**config.mk**
```make
export PLATFORM = sky130hd
export DESIGN_NAME = rx_cmpl_coalescer
export DESIGN_NICKNAME = d
export VERILOG_FILES = /design/src/rtl/coal_pkg.sv /design/src/rtl/coal_cfg.sv /design/src/rtl/coal_prescaler.sv /design/src/rtl/coal_pending.sv /design/src/rtl/coal_timer.sv /design/src/rtl/rx_cmpl_coalescer.sv
export SDC_FILE = /design/constraint.sdc
export NUM_CORES = 1
export LEC_CHECK = 0
export CAP_MARGIN = 5
export CELL_PAD_IN_SITES_DETAIL_PLACEMENT = 0
export CELL_PAD_IN_SITES_GLOBAL_PLACEMENT = 1
export CORE_AREA = 2 2 137 139
export DETAILED_ROUTE_END_ITERATION = 6
export DIE_AREA = 0 0 139 141
export DONT_BUFFER_PORTS = 1
export PLACE_DENSITY = 0.49
export SYNTH_ARGS = -nofsm -noshare
export SYNTH_HDL_FRONTEND = slang
export SYNTH_SLANG_ARGS = --single-unit
```
**constraint.sdc**
```tcl
create_clock -name clk -period 4.97 [get_ports clk]
set_input_delay 0.497 -clock clk [delete_from_list [all_inputs] [get_ports clk]]
set_output_delay 0.497 -clock clk [all_outputs]
set_load 0.02 [all_outputs]
```
**src/rtl/coal_pkg.sv**
```systemverilog
package coal_pkg;
  typedef enum logic [1:0] {
    CA_TIMEOUT = 2'd0,
    CA_THRESH  = 2'd1,
    CA_DIVIDER = 2'd2,
    CA_CONTROL = 2'd3
  } cfg_addr_e;

  localparam int CTL_TO_EN = 0;
  localparam int CTL_FLUSH = 1;
  localparam int CTL_CLEAR = 2;
endpackage

```
**src/rtl/coal_cfg.sv**
```systemverilog
module coal_cfg #(
  parameter int DATA_W  = 16,
  parameter int TO_W    = 6,
  parameter int THR_W   = 9,
  parameter int DIV_W   = 16,
  parameter int TO_RST  = 8,
  parameter int THR_RST = 16,
  parameter int DIV_RST = 4
) (
  input  logic              clk,
  input  logic              rst_n,
  input  logic              we,
  input  logic [1:0]        addr,
  input  logic [DATA_W-1:0] wdata,
  output logic [TO_W-1:0]   to_q,
  output logic [THR_W-1:0]  thr_q,
  output logic [DIV_W-1:0]  div_q,
  output logic              to_en_q,
  output logic              flush_o,
  output logic              clr_o
);
  import coal_pkg::*;

  logic [TO_W-1:0]  to_d;
  logic [THR_W-1:0] thr_d;
  logic [DIV_W-1:0] div_d;
  logic             to_en_d;
  logic             to_legal, thr_legal;
  logic             sel_to, sel_thr, sel_div, sel_ctl;

  always_comb begin
    sel_to    = we && (addr == CA_TIMEOUT);
    sel_thr   = we && (addr == CA_THRESH);
    sel_div   = we && (addr == CA_DIVIDER);
    sel_ctl   = we && (addr == CA_CONTROL);
    to_legal  = (wdata != '0) && ((wdata >> TO_W) == '0);
    thr_legal = (wdata != '0) && ((wdata >> THR_W) == '0);
    to_d      = (sel_to && to_legal) ? wdata[TO_W-1:0] : to_q;
    thr_d     = (sel_thr && thr_legal) ? wdata[THR_W-1:0] : thr_q;
    div_d     = sel_div ? wdata[DIV_W-1:0] : div_q;
    to_en_d   = sel_ctl ? wdata[CTL_TO_EN] : to_en_q;
    flush_o   = sel_ctl && wdata[CTL_FLUSH];
    clr_o     = sel_ctl && wdata[CTL_CLEAR];
  end

  always_ff @(posedge clk or negedge rst_n) begin
    if (!rst_n) begin
      to_q    <= TO_W'(TO_RST);
      thr_q   <= THR_W'(THR_RST);
      div_q   <= DIV_W'(DIV_RST);
      to_en_q <= 1'b1;
    end else begin
      to_q    <= to_d;
      thr_q   <= thr_d;
      div_q   <= div_d;
      to_en_q <= to_en_d;
    end
  end
endmodule

```
**src/rtl/coal_prescaler.sv**
```systemverilog
module coal_prescaler #(
  parameter int DIV_W = 16
) (
  input  logic             clk,
  input  logic             rst_n,
  input  logic [DIV_W-1:0] div,
  output logic             tick
);
  logic [DIV_W-1:0] pre_q, pre_d;
  logic [DIV_W:0]   pre_inc;

  always_comb begin
    pre_inc = {1'b0, pre_q} + (DIV_W+1)'(1);
    tick    = (pre_inc >= {1'b0, div});
    pre_d   = tick ? '0 : pre_inc[DIV_W-1:0];
  end

  always_ff @(posedge clk or negedge rst_n) begin
    if (!rst_n) pre_q <= '0;
    else        pre_q <= pre_d;
  end
endmodule

```
**src/rtl/coal_pending.sv**
```systemverilog
module coal_pending #(
  parameter int CNT_W = 16
) (
  input  logic             clk,
  input  logic             rst_n,
  input  logic             frame,
  input  logic             consume_valid,
  input  logic [CNT_W-1:0] consume_cnt,
  output logic [CNT_W-1:0] pend_q,
  output logic             busy
);
  localparam int SUM_W = CNT_W + 1;
  localparam logic [SUM_W-1:0] CNT_MAX = {1'b0, {CNT_W{1'b1}}};

  logic [SUM_W-1:0] sum, rem;
  logic [CNT_W-1:0] pend_d;

  always_comb begin
    sum = {1'b0, pend_q} + SUM_W'(frame);
    rem = sum;
    if (consume_valid) begin
      rem = (sum >= {1'b0, consume_cnt}) ? (sum - {1'b0, consume_cnt}) : '0;
    end
    pend_d = (rem > CNT_MAX) ? CNT_MAX[CNT_W-1:0] : rem[CNT_W-1:0];
    busy   = (pend_q != '0);
  end

  always_ff @(posedge clk or negedge rst_n) begin
    if (!rst_n) pend_q <= '0;
    else        pend_q <= pend_d;
  end
endmodule

```
**src/rtl/coal_timer.sv**
```systemverilog
module coal_timer #(
  parameter int TO_W = 6
) (
  input  logic            clk,
  input  logic            rst_n,
  input  logic            tick,
  input  logic            busy,
  input  logic            reload,
  input  logic [TO_W-1:0] to_val,
  output logic            expire
);
  logic [TO_W-1:0] tmr_q, tmr_d;

  always_comb begin
    expire = busy && tick && (tmr_q == TO_W'(1));
    tmr_d  = tmr_q;
    if (!busy || reload) begin
      tmr_d = to_val;
    end else if (tick) begin
      tmr_d = (tmr_q == TO_W'(1)) ? to_val : (tmr_q - TO_W'(1));
    end
  end

  always_ff @(posedge clk or negedge rst_n) begin
    if (!rst_n) tmr_q <= '0;
    else        tmr_q <= tmr_d;
  end
endmodule

```
**src/rtl/rx_cmpl_coalescer.sv**
```systemverilog
module rx_cmpl_coalescer #(
  parameter int CNT_W   = 16,
  parameter int DATA_W  = 16,
  parameter int TO_W    = 6,
  parameter int THR_W   = 9,
  parameter int DIV_W   = 16,
  parameter int TO_RST  = 8,
  parameter int THR_RST = 16,
  parameter int DIV_RST = 4
) (
  input  logic              clk,
  input  logic              rst_n,
  input  logic              cfg_we_i,
  input  logic [1:0]        cfg_addr_i,
  input  logic [DATA_W-1:0] cfg_wdata_i,
  input  logic              frame_done_i,
  input  logic              consume_valid_i,
  input  logic [CNT_W-1:0]  consume_cnt_i,
  output logic              event_o,
  output logic [CNT_W-1:0]  pending_o,
  output logic              stat_timeout_o,
  output logic              stat_thresh_o
);
  localparam int PAD_W = CNT_W - THR_W;

  logic [TO_W-1:0]  to_q;
  logic [THR_W-1:0] thr_q;
  logic [DIV_W-1:0] div_q;
  logic             to_en_q, flush, clr;
  logic             tick, busy, expire;
  logic [CNT_W-1:0] pend_q;
  logic             above, above_q;
  logic             thr_fire, to_fire, any_fire;
  logic             evt_q, st_to_q, st_thr_q;
  logic             st_to_d, st_thr_d;

  coal_cfg #(
    .DATA_W(DATA_W), .TO_W(TO_W), .THR_W(THR_W), .DIV_W(DIV_W),
    .TO_RST(TO_RST), .THR_RST(THR_RST), .DIV_RST(DIV_RST)
  ) u_cfg (
    .clk(clk), .rst_n(rst_n), .we(cfg_we_i), .addr(cfg_addr_i),
    .wdata(cfg_wdata_i), .to_q(to_q), .thr_q(thr_q), .div_q(div_q),
    .to_en_q(to_en_q), .flush_o(flush), .clr_o(clr)
  );

  coal_prescaler #(.DIV_W(DIV_W)) u_pre (
    .clk(clk), .rst_n(rst_n), .div(div_q), .tick(tick)
  );

  coal_pending #(.CNT_W(CNT_W)) u_pend (
    .clk(clk), .rst_n(rst_n), .frame(frame_done_i),
    .consume_valid(consume_valid_i), .consume_cnt(consume_cnt_i),
    .pend_q(pend_q), .busy(busy)
  );

  coal_timer #(.TO_W(TO_W)) u_tmr (
    .clk(clk), .rst_n(rst_n), .tick(tick), .busy(busy),
    .reload(any_fire), .to_val(to_q), .expire(expire)
  );

  always_comb begin
    above    = pend_q > {{PAD_W{1'b0}}, thr_q};
    thr_fire = above && !above_q;
    to_fire  = expire && to_en_q;
    any_fire = thr_fire || to_fire || flush;
    st_to_d  = to_fire  ? 1'b1 : (clr ? 1'b0 : st_to_q);
    st_thr_d = thr_fire ? 1'b1 : (clr ? 1'b0 : st_thr_q);
  end

  always_ff @(posedge clk or negedge rst_n) begin
    if (!rst_n) begin
      above_q  <= 1'b0;
      evt_q    <= 1'b0;
      st_to_q  <= 1'b0;
      st_thr_q <= 1'b0;
    end else begin
      above_q  <= above;
      evt_q    <= any_fire;
      st_to_q  <= st_to_d;
      st_thr_q <= st_thr_d;
    end
  end

  assign event_o        = evt_q;
  assign pending_o      = pend_q;
  assign stat_timeout_o = st_to_q;
  assign stat_thresh_o  = st_thr_q;
endmodule

```
* Yosys cells after proc, flatten, opt, wreduce, memory -nomap -nowiden
Cells that the tools add are included.
** Storage, ports and cells
- Word-level logic and storage cells :: 60
- Register bits after elaboration :: 74
- Input port bits :: 39
- Output and inout bits :: 19
** Cells by class
- Order comparisons :: 4
- $add $sub $neg :: 4
- Multiplexer cells :: 10
- Equality and inequality tests :: 4
- Reduce and logical (&&, ||, !) cells :: 27
** Operator list (count)
- $ge A17 B16 Y1 :: 2
- $mux W17 :: 2
- $logic_not A16 Y1 :: 2
- $mux W16 :: 2
- $reduce_bool A16 Y1 :: 2
- $mux W6 :: 3
- $add A16 B1 Y17 :: 1
- $add A16 B1 Y17 const B :: 1
- $gt A17 B16 Y1 const B :: 1
- $sub A17 B16 Y17 :: 1
- $gt A16 B9 Y1 :: 1
- $logic_and A1 B1 Y1 :: 14
- $eq A6 B1 Y1 const B :: 1
- $reduce_bool A2 Y1 :: 3
- $sub A6 B1 Y6 const B :: 1
- $eq A2 B2 Y1 const B :: 2
- $logic_or A1 B1 Y1 :: 3
- $mux W1 :: 3
- $eq A2 B1 Y1 const B :: 1
- $logic_not A1 Y1 :: 2
- $logic_not A2 Y1 :: 1

* Logic depth before layout (Yosys ltp)
Gate-level depths: netlist (run 1).
- Depth in word-level cells :: 9
- Depth in mapped cells :: 16
- Mapped depth without buffers :: 15

* Hierarchy
A second synthesis (run 1) with hierarchy kept.
** Unflattened totals
- Cell total of the unflattened synthesis :: 544
- Area, all modules :: 5357.6 µm²
** By module, submodules not included
- coal_pending :: area an instance 1890.6 µm², times used 1, cells an instance 230, sequential area each 400.4 µm²
- coal_prescaler :: area an instance 1308.8 µm², times used 1, cells an instance 129, sequential area each 400.4 µm²
- coal_cfg :: area an instance 1301.2 µm², times used 1, cells an instance 85, sequential area each 805.8 µm²
- coal_timer :: area an instance 466.7 µm², times used 1, cells an instance 54, sequential area each 150.1 µm²
- rx_cmpl_coalescer :: area an instance 390.4 µm², times used 1, cells an instance 46, sequential area each 100.1 µm²

* Least setup slack after synthesis (run 1)
OpenSTA, ideal clock, no wires.
- Path type :: flip-flop to flip-flop
- Start point :: register u_pend.pend_q[0]
- End point :: register u_pend.pend_q[15]
- Stages on the path, launching flop included :: 16
- Setup slack :: 1.275 ns
- Setup time :: 0.138 ns
- Arrival :: 3.557 ns
- Required time :: 4.832 ns
- Buffers on the path :: 1
- Period minus slack after synthesis :: 3.695 ns
- Cells stage by stage :: dfrtp_1 > ha_1 > nand3_1 > nor3_1 > nand3_1 > nor2_1 > xor2_1 > ha_1 > buf_4 > a21o_1 > a221o_1 > a21oi_1 > xor2_1 > or3_4 > a2111oi_0 > o22ai_1
** Between the ends
- Word-level cells in the longest chain between the ends :: 6
- Elaborated cells on any way between the ends :: 7
- Those cells by class :: add/sub (2); order compare (2); mux (3)
** Ends and longest elaborated chain
- start: declaration :: line coal_pending.sv:9 : output logic [CNT_W-1:0] pend_q,
- start signal: assignment :: line coal_pending.sv:30 : else pend_q <= pend_d;
- $add A16 B1 Y17 * :: line coal_pending.sv:19 : sum = {1'b0, pend_q} + SUM_W'(frame);
- $sub A17 B16 Y17 or $ge A17 B16 Y1 (tied branches) :: line coal_pending.sv:22 : rem = (sum >= {1'b0, consume_cnt}) ? (sum - {1'b0, consume_cnt}) : '0;
- $mux W17 :: line coal_pending.sv:22
- $mux W17 * :: line coal_pending.sv:21 : if (consume_valid) begin
- $gt A17 B16 Y1 :: line coal_pending.sv:24 : pend_d = (rem > CNT_MAX) ? CNT_MAX[CNT_W-1:0] : rem[CNT_W-1:0];
- $mux W16 * :: line coal_pending.sv:24
- via u_pend.pend_d[15] :: line coal_pending.sv:16 : logic [CNT_W-1:0] pend_d;
The timed path passes the listed nets; every way through them passes the cells marked *.
A chain may end at the register's enable or synchronous reset.

* Worst setup path after layout (run 1)
Same ends and word-level chain as after synthesis.

==> results of run 1 <==
==> cells by family (layout without fill, tap and decap cells) <==
logic type	count (synthesis)	count (layout)	synth area share [%]
mux	25	25	5.25
simple gates	190	190	19.6
buf+inv	65	72	5.02
fa+ha+maj	47	47	11.2
compound gates	136	136	17.7
flops	74	74	35.0
xor+xnor	38	38	6.27
==> registers in the layout, summed over array words and instances, names as in the netlist <==
| register | cells |
|---|---|
| event_o | 1 |
| u_cfg.to_en_q | 1 |
| u_cfg.thr_q | 9 |
| u_cfg.to_q | 6 |
| above_q | 1 |
| stat_timeout_o | 1 |
| u_pre.pre_q | 16 |
| u_cfg.div_q | 16 |
| stat_thresh_o | 1 |
| u_pend.pend_q | 16 |
| u_tmr.tmr_q | 6 |
==> worst max path at each step <==
stage                        end  slack [ps]  cells after the start              from
2_1_floorplan  u_pend.pend_q[15]        1270                     15  u_pend.pend_q[0]
3_3_place_gp   u_pend.pend_q[15]         650                     14  u_pend.pend_q[0]
3_5_place_dp   u_pend.pend_q[15]         510                     14  u_pend.pend_q[0]
4_1_cts        u_pend.pend_q[15]         450                     14  u_pend.pend_q[0]
5_1_grt        u_pend.pend_q[15]         140                     14  u_pend.pend_q[0]
6_report       u_pend.pend_q[15]         530                     15  u_pend.pend_q[0]
==> cell type report <==
class | count | area (um2)
Clock inverter | 2 | 12.5
Clock buffer | 13 | 260
Inverter | 51 | 191
Sequential cell | 74 | 1860
Tap cell | 234 | 293
Timing Repair Buffer | 6 | 67.6
Multi-Input combinational cell | 436 | 3190
Fill cell | 1943 | 12400
==> layout by cell type (no fill, tap or decap), types with 6 or more instances in the layout <==
cell / count
nand2_1: 41
o22ai_1: 11
and3_1: 18
nor3_1: 13
ha_1: 46
a211oi_1: 7
and2_1: 6
nand4_1: 13
inv_1: 51
mux2_2: 23
xor2_1: 12
a21oi_1: 38
nand2b_1: 8
clkbuf_16: 9
nor2_1: 37
nand3_1: 19
dfrtp_1: 70
xnor2_1: 26
o21ai_0: 22
==> routing by layer <==
metal | track usage [%] | share of wire [%] | vias to the layer above | wire, um
li1 | - | - | 2102 | -
met1 | 17.8 | 42 | 2030 | 6020
met2 | 29.5 | 54 | 51 | 7910
met3 | 2.75 | 2.9 | 10 | 427
met4 | 4.15 | 1.0 | 0 | 151
met5 | 0 | 0 | - | 0
==> worst reg2reg max path: stages (launching register included) <==
cell       delay, ps
dfrtp_1          490
ha_1             230
ha_1             180
and3_1           220
nand3_1          250
nor2_1           220
nand4_1          130
xnor2_1          270
ha_1             400
and2_1           210
a221o_1          350
a21oi_1          160
xor2_1            90
or3_4            470
a2111oi_0        500
o22ai_1          130
==> power breakdown <==
part	internal (mW)	leakage, nW	switching (mW)
clock network	0.362	0.132	0.247
registers	0.762	0.888	0.308
logic	0.684	1.67	0.869
==> what timing repair did <==
action | in CTS | in global routing
hold endpoints to repair | 70 | 0
buffers inserted | 0 | 0
hold buffers | 2 | 0
==> results_dict.tcl, run 1 <==
set metrics [dict create \
    hpwl_mm 11.5 \
    fmax_ghz 0.225 \
    dp_slack_ps 508 \
    ys_ff_latch 74 \
    core_mm2 0.0183 \
    antenna_found_initial 0 \
    fin_setup_tns_ps 0 \
    nNetsFinal 664 \
    worst_slew_pin_slew_ps 977 \
    synth_top_flop_cell "dfrtp_1" \
    routed_wl_mm 14.5 \
    maxCapViolCount 0 \
    slowest_delay_ps 500 \
    r2r-end "u_pend.pend_q[15]" \
    diodes 0 \
    synthTopCellsByCount "dfrtp_1 (70), inv_1 (51), ha_1 (46)" \
    status "finished, final reports clean" \
    synth_top_area_share_pct 33.0 \
    drive_above_1_share_pct 11.0 \
    cp-start-kind "flip-flop" \
    drt_iter0_markers 164 \
    cts_inserted_buffers 9 \
    synth_area_mm2 0.00531 \
    synth.avg_cell_area_um2 9.24 \
    worstPathRequired_ps 5170 \
    fin_crit_ps 4440 \
    grt_use_total_pct 15.5 \
    num_vias 4193 \
    drcViolationCount 0 \
    yosys_warnings 0 \
    grt_pass1_wl_mm 23.8 \
    worstPathArrival_ps 4630 \
    numPortBuffers 0 \
    rows 50 \
    finalMaxSlewViolations 0 \
    reg2reg_depth 15 \
    end_kind "flip-flop" \
    dp_cells 799 \
    yosysTopAreaCell "dfrtp_1" \
    firstDrtPassIters 4 \
    crit_path_top_delay_cell "a2111oi_0" \
    cts.sinks 74 \
    setup_viol 0 \
    fin_crit_sh_pct 89.3 \
    path_buf_inv 0 \
    pin_count 58 \
    final_core_util_pct 32.1 \
    dieArea_mm2 0.0196 \
    grt_pass1_vias 4340 \
    gp_congestion 0.811 \
    stdcell_count 816 \
    power_density_mw_per_mm2 551 \
    synthArstFlopShare_pct 100 \
    cts_tree "built" \
    place_area_mm2 0.00556 \
    hold_class "input pin to async pin" \
    finalHoldViolations 0 \
    total_power_mw 3.23 \
    postRouteAntennaNets 0 \
    die_x_um 139 \
    cts_buffer_depth 2 \
    reg2reg_from "u_pend.pend_q[0]" \
    final_cell_area_mm2 0.00587 \
    setup.worst_path.class "flip-flop to flip-flop" \
    cts-resized-gates 0 \
    start_util_pct 29.1 \
    synth-edff-count 0 \
    setup_ws_ps 532 \
    path_delay_family "simple AND/OR/NAND/NOR gates" \
    yosysUniqueCellTypes 70 \
    peakVddDrop_uv 214 \
    synth_nets 661 \
    avgRoutedWirePerCell_um 17.8 \
    cp_common_cell "ha_1" \
    grt_start_max_net_pins 71 \
    root_buffer "clkbuf_16" \
    p_leak_nw 2.69 \
    area_growth_pct 10.5 \
    fin_hold_ws_ps 36.1 \
    path_cells "ha_1 > ha_1 > and3_1 > nand3_1 > nor2_1 > nand4_1 > xnor2_1 > ha_1 > and2_1 > a221o_1 > a21oi_1 > xor2_1 > or3_4 > a2111oi_0 > o22ai_1" \
    crit_path_max_fanout 22 \
    yosys-top-cells-area "dfrtp_1 (33%), ha_1 (11%), mux2_2 (4.9%)" \
    rsz0062_at_grt "no" \
    htreeDepth 3 \
    relSlewSlack_pct 34.3 \
    netlist_instances 575 \
    yosysSeqAreaShare_pct 35.0 \
    fin_worst_skew_ps 9.50 \
    grt_overflow 0 \
    yosysMostFrequentCell "dfrtp_1" \
    clk_pin_slew_ps 60 \
    viasPerCell 5.14 \
    dieHeight_um 141 \
    worst-r2r-setup-slack_ps 530 \
    clk_latency_ps 340 \
]
Note: power is estimated with default switching activity, not from simulation.
==> run 2, diff against run 1 <==
CORE_AREA = 2 2 157 121   (was 2 2 137 139)
DIE_AREA = 0 0 159 123   (was 0 0 139 141)
GPL_TIMING_DRIVEN = 0   (was unset)
PLACE_DENSITY = 0.5   (was 0.49)
==> run 2 against run 1 <==
Maximum frequency down 0.94%. Non-clock buffer count up 10. Sequential cell count unchanged. Critical path type unchanged.
==> results_dict.tcl, run 2 (synthesized netlist as in run 1, its figures left out) <==
set metrics [dict create \
    status "finished, final reports clean" \
    final_cell_mix "dfrtp_1 (70), inv_1 (51), ha_1 (46)" \
    viasPerCell 5.06 \
    reg2reg_from "u_pend.pend_q[0]" \
    avgRoutedWirePerCell_um 18.0 \
    grt_start_max_net_pins 71 \
    peakVddDrop_uv 184 \
    finalMaxSlewViolations 0 \
    die_x_um 159 \
    grt_pass1_wl_mm 24.1 \
    cts_buffer_depth 2 \
    rsz0062_at_grt "no" \
    diodes 0 \
    setup.worst_path.class "flip-flop to flip-flop" \
    fmax_ghz 0.223 \
    end_kind "flip-flop" \
    grt_pass1_vias 4180 \
    core_mm2 0.0181 \
    clk_latency_ps 340 \
    stdcell_count 840 \
    antenna_found_initial 0 \
    hold_class "input pin to async pin" \
    cts_tree "built" \
    fin_worst_skew_ps 8.16 \
    pin_count 58 \
    fin_hold_ws_ps 35.2 \
    reg2reg_depth 15 \
    routed_wl_mm 15.1 \
    fin_crit_sh_pct 90.1 \
    dieHeight_um 123 \
    rows 43 \
    cts_inserted_buffers 9 \
    numPortBuffers 0 \
    postRouteAntennaNets 0 \
    r2r-end "u_pend.pend_q[15]" \
    maxCapViolCount 0 \
    setup_viol 0 \
    cp_common_cell "ha_1" \
    reg_top3 "u_cfg.div_q: 16 flops, u_pend.pend_q: 16 flops, u_pre.pre_q: 16 flops" \
    drt_iter0_markers 257 \
    num_vias 4248 \
    total_power_mw 3.36 \
    clk_pin_slew_ps 60 \
    dp_cells 822 \
    path_buf_inv 0 \
    fin_setup_tns_ps 0 \
    firstDrtPassIters 5 \
    crit_path_max_fanout 5 \
    root_buffer "clkbuf_16" \
    path_cells "ha_1 > ha_1 > and3_1 > nand3_1 > nor2_1 > nand2_1 > xnor2_1 > ha_1 > nand4_1 > nor2_1 > a221o_1 > a31oi_2 > mux2_2 > a2111oi_0 > o22ai_1" \
    worstPathArrival_ps 4670 \
    drcViolationCount 0 \
    worstPathRequired_ps 5160 \
    grt_overflow 0 \
    worst_slew_pin_slew_ps 1200 \
    start_util_pct 29.4 \
    gp_congestion 0.790 \
    drive_above_1_share_pct 11.8 \
    finalHoldViolations 0 \
    path_delay_family "compound AO/OA/AOI/OAI gates" \
    cts_setup_buffers 0 \
    relSlewSlack_pct 19.2 \
    dieArea_mm2 0.0196 \
    power_density_mw_per_mm2 563 \
    cts.sinks 74 \
    hpwl_mm 12.0 \
    worst-r2r-setup-slack_ps 490 \
    final_common_cell "dfrtp_1" \
    p_leak_nw 2.73 \
    crit_path_top_delay_cell "dfrtp_1" \
    slowest_delay_ps 540 \
    htreeDepth 3 \
    grt_use_total_pct 16.0 \
    area_growth_pct 12.5 \
    fin_crit_ps 4480 \
    cp-start-kind "flip-flop" \
    nNetsFinal 674 \
]
[run 2: cell types whose count changed in the layout (fill, tap and decap cells not counted), sizes merged]
cell | previous run | this run
clkinv | 1 | 3
bufinv | 0 | 1
dlygate4sd1 | 0 | 1
buf | 5 | 6
clkbuf | 13 | 19
[run 2: stage by stage]
stage / setup slack [ps] / util (%) / cell area [um2]
6_report: 490 / 33.0 / 5970
5_1_grt: 121 / 33.0 / 5970
4_1_cts: 192 / 33.0 / 5960
3_5_place_dp: 204 / 31.1 / 5620
3_3_place_gp: 150 / 31.1 / 5620
2_1_floorplan: 1270 / - / 5310
[run 2: layout make-up]
| class | instances | area, um2 |
|---|---|---|
| well taps | 247 | 309 |
| repair buffers | 2 | 37.5 |
| clock inverters | 5 | 52.6 |
| inverters | 51 | 191 |
| plain buffers | 14 | 75.1 |
| flip-flops and latches | 74 | 1860 |
| multi-input cells | 436 | 3200 |
| clock buffers | 11 | 253 |
| fillers | 1946 | 12100 |
[run 2: timing repair]
action / in CTS / in global routing
hold buffers: 2 / 0
endpoints found under the hold margin: 70 / 0
resized for setup: 0 / 2
setup endpoints to repair: 0 / 14
[run 2: report_power, final]
part           total (mW)  internal (mW)  switching [mW]
registers            1.07          0.762           0.311
logic                1.61          0.707           0.908
clock network       0.673          0.414           0.259
[run 2: worst reg2reg max path: stages (launching register included)]
cell and delay [ps]:
dfrtp_1 540, ha_1 240, ha_1 190, and3_1 240
nand3_1 290, nor2_1 240, nand2_1 90, xnor2_1 280
ha_1 380, nand4_1 160, nor2_1 90, a221o_1 310
a31oi_2 340, mux2_2 380, a2111oi_0 450, o22ai_1 130
[run 2: metal layers]
metal,global-route usage (%),wire length (um)
met5,0,0
met4,3.24,116
met3,4.16,760
met2,21.2,5770
met1,25.4,8500
[run 2: how the worst max path moves through the flow]
stage                     startpoint                end  depth (start not counted)
global placement    u_pend.pend_q[0]  u_pend.pend_q[15]                         14
finish              u_pend.pend_q[0]  u_pend.pend_q[15]                         15
floorplan           u_pend.pend_q[0]  u_pend.pend_q[15]                         15
detailed placement  u_pend.pend_q[0]  u_pend.pend_q[15]                         14
global route        u_pend.pend_q[0]  u_pend.pend_q[15]                         15
CTS                 u_pend.pend_q[0]  u_pend.pend_q[15]                         14
==> run 3, diff against run 2 <==
CELL_PAD_IN_SITES_DETAIL_PLACEMENT = unset   (was 0)
CELL_PAD_IN_SITES_GLOBAL_PLACEMENT = unset   (was 1)
PLACE_DENSITY = 0.4   (was 0.5)
==> run 3 against run 2 <==
Register-to-register slack got worse by 90 ps. Via count decreased by 0.33%. Sequential power about the same. Utilization decreased by 0.19 points. Clock skew decreased by 2.0 ps. Final area decreased by 0.59%. Global-route usage decreased by 0.25 points. Cell count decreased by 0.24%. Critical path depth unchanged. Non-clock buffer count unchanged. Clock-buffer cell count increased by 2.
==> results_dict.tcl, run 3 (synthesized netlist as in run 1, its figures left out) <==
set metrics [dict create \
    n_fill_cell 1899 \
    cts_setup_buffers 0 \
    seqCellArea_mm2 0.00186 \
    status "finished, final reports clean" \
    fin_worst_skew_ps 6.12 \
    final_cell_mix "dfrtp_1 (70), inv_1 (51), ha_1 (46)" \
    finalHoldViolations 0 \
    avgRoutedWirePerCell_um 17.8 \
    core_mm2 0.0181 \
    end_kind "flip-flop" \
    worstPathArrival_ps 4760 \
    relSlewSlack_pct 20.8 \
    cts_buffer_depth 2 \
    worstPathRequired_ps 5160 \
    postRouteAntennaNets 0 \
    clk_pin_slew_ps 60 \
    grt_pass1_wl_mm 23.8 \
    setup_viol 0 \
    nNetsFinal 674 \
    fin_setup_tns_ps 0 \
    setup.worst_path.class "flip-flop to flip-flop" \
    diodes 0 \
    cp-start-kind "flip-flop" \
    cts_tree "built" \
    rsz0062_at_grt "no" \
    clk_latency_ps 330 \
    drcViolationCount 0 \
    reg2reg_depth 15 \
    dieArea_mm2 0.0196 \
    cts.sinks 74 \
    grt_start_max_net_pins 71 \
    finalMaxSlewViolations 0 \
    place_area_mm2 0.00562 \
    hpwl_mm 11.6 \
    crit_path_max_fanout 5 \
    final_cell_area_mm2 0.00594 \
    rows 43 \
    worst_slew_pin_slew_ps 1180 \
    reg_top3 "u_cfg.div_q: 16 flops, u_pend.pend_q: 16 flops, u_pre.pre_q: 16 flops" \
    root_buffer "clkbuf_16" \
    grt_overflow 0 \
    num_vias 4234 \
    drive_above_1_share_pct 10.7 \
    numPortBuffers 0 \
    hold_class "input pin to async pin" \
    start_util_pct 29.4 \
    drt_iter0_markers 265 \
    power_density_mw_per_mm2 556 \
    peakVddDrop_uv 168 \
    fin_crit_ps 4570 \
    antenna_found_initial 0 \
    final_common_cell "dfrtp_1" \
    die_x_um 159 \
    worst-r2r-setup-slack_ps 400 \
    cts_inserted_buffers 9 \
    dieHeight_um 123 \
    pin_count 58 \
    grt_use_total_pct 15.8 \
    maxCapViolCount 0 \
    grt_pass1_vias 4222 \
    multiInputGateArea_mm2 0.00320 \
    htreeDepth 3 \
    r2r-end "u_pend.pend_q[15]" \
    viasPerCell 5.05 \
    p_leak_nw 2.71 \
    fmax_ghz 0.219 \
    gp_congestion 0.830 \
    routed_wl_mm 14.9 \
    fin_crit_sh_pct 92.0 \
    reg2reg_from "u_pend.pend_q[0]" \
    area_growth_pct 11.8 \
    firstDrtPassIters 4 \
]
[run 3: changes by cell type in the layout (fill, tap and decap cells not counted)]
cell        change
clkbuf_1        +4
clkinv_2        -3
clkbuf_8        -2
a31oi_1         +1
a31oi_2         -1
clkinvlp_4      -1
nor3b_2         -1
nor3b_4         +1
[run 3: area by class of cell]
type / count / share of cell area, %
Clock buffer: 13 / 4.04
Inverter: 51 / 3.22
Sequential cell: 74 / 31.3
Clock inverter: 1 / 0.506
Buffer: 14 / 1.26
Tap cell: 247 / 5.20
Timing Repair Buffer: 2 / 0.632
Multi-Input combinational cell: 436 / 53.9
[run 3: timing repair]
action	CTS	global route
hold buffers	2	0
endpoints found under the setup margin	0	12
gates resized for setup	0	2
endpoints found under the hold margin	70	0
[run 3: per-layer routing]
layer	wire, um	global-route usage, %	vias to the layer above
met5	0	0	-
met4	150	3.18	0
met3	748	4.53	9
met2	5860	21.9	70
met1	8170	23.9	2035
li1	-	-	2120
[run 3: worst max-delay path, cell delays in order (launching register included)]
cell       delay [ps]
dfrtp_1           540
ha_1              260
ha_1              190
and3_1            240
nand3_1           290
nor2_1            240
nand2_1            90
xnor2_1           270
ha_1              370
nand4_1           160
nor2_1             90
a221o_1           290
a31oi_1           460
mux2_2            390
a2111oi_0         410
o22ai_1           130
[run 3: power breakdown]
part	switching, mW	leakage, nW	total (mW)	internal (mW)
logic	0.897	1.69	1.60	0.706
registers	0.312	0.888	1.07	0.762
clock network	0.239	0.130	0.623	0.384
total	1.45	2.71	3.30	1.85
[run 3: metrics by stage]
step           hold WS [ps]  cells  setup slack (ps)  power (mW)  utilization (%)
6_report               46.4    838               395        3.30             32.9
5_1_grt                61.5    838               111        3.58             32.9
4_1_cts                63.9    838               229        3.32             32.8
3_5_place_dp            204    822               244        2.66             31.1
3_3_place_gp            204    822               225        2.64             31.1
2_1_floorplan           201    575              1270        2.26                -
[run 3: worst max-delay path by stage]
stage,to,from,slack [ps],depth (start not counted)
global placement,u_pend.pend_q[15],u_pend.pend_q[0],230,14
detailed placement,u_pend.pend_q[15],u_pend.pend_q[0],240,14
global route,u_pend.pend_q[8],u_pend.pend_q[0],110,15
finish,u_pend.pend_q[15],u_pend.pend_q[0],400,15
floorplan,u_pend.pend_q[15],u_pend.pend_q[0],1270,15
CTS,u_pend.pend_q[15],u_pend.pend_q[0],230,14
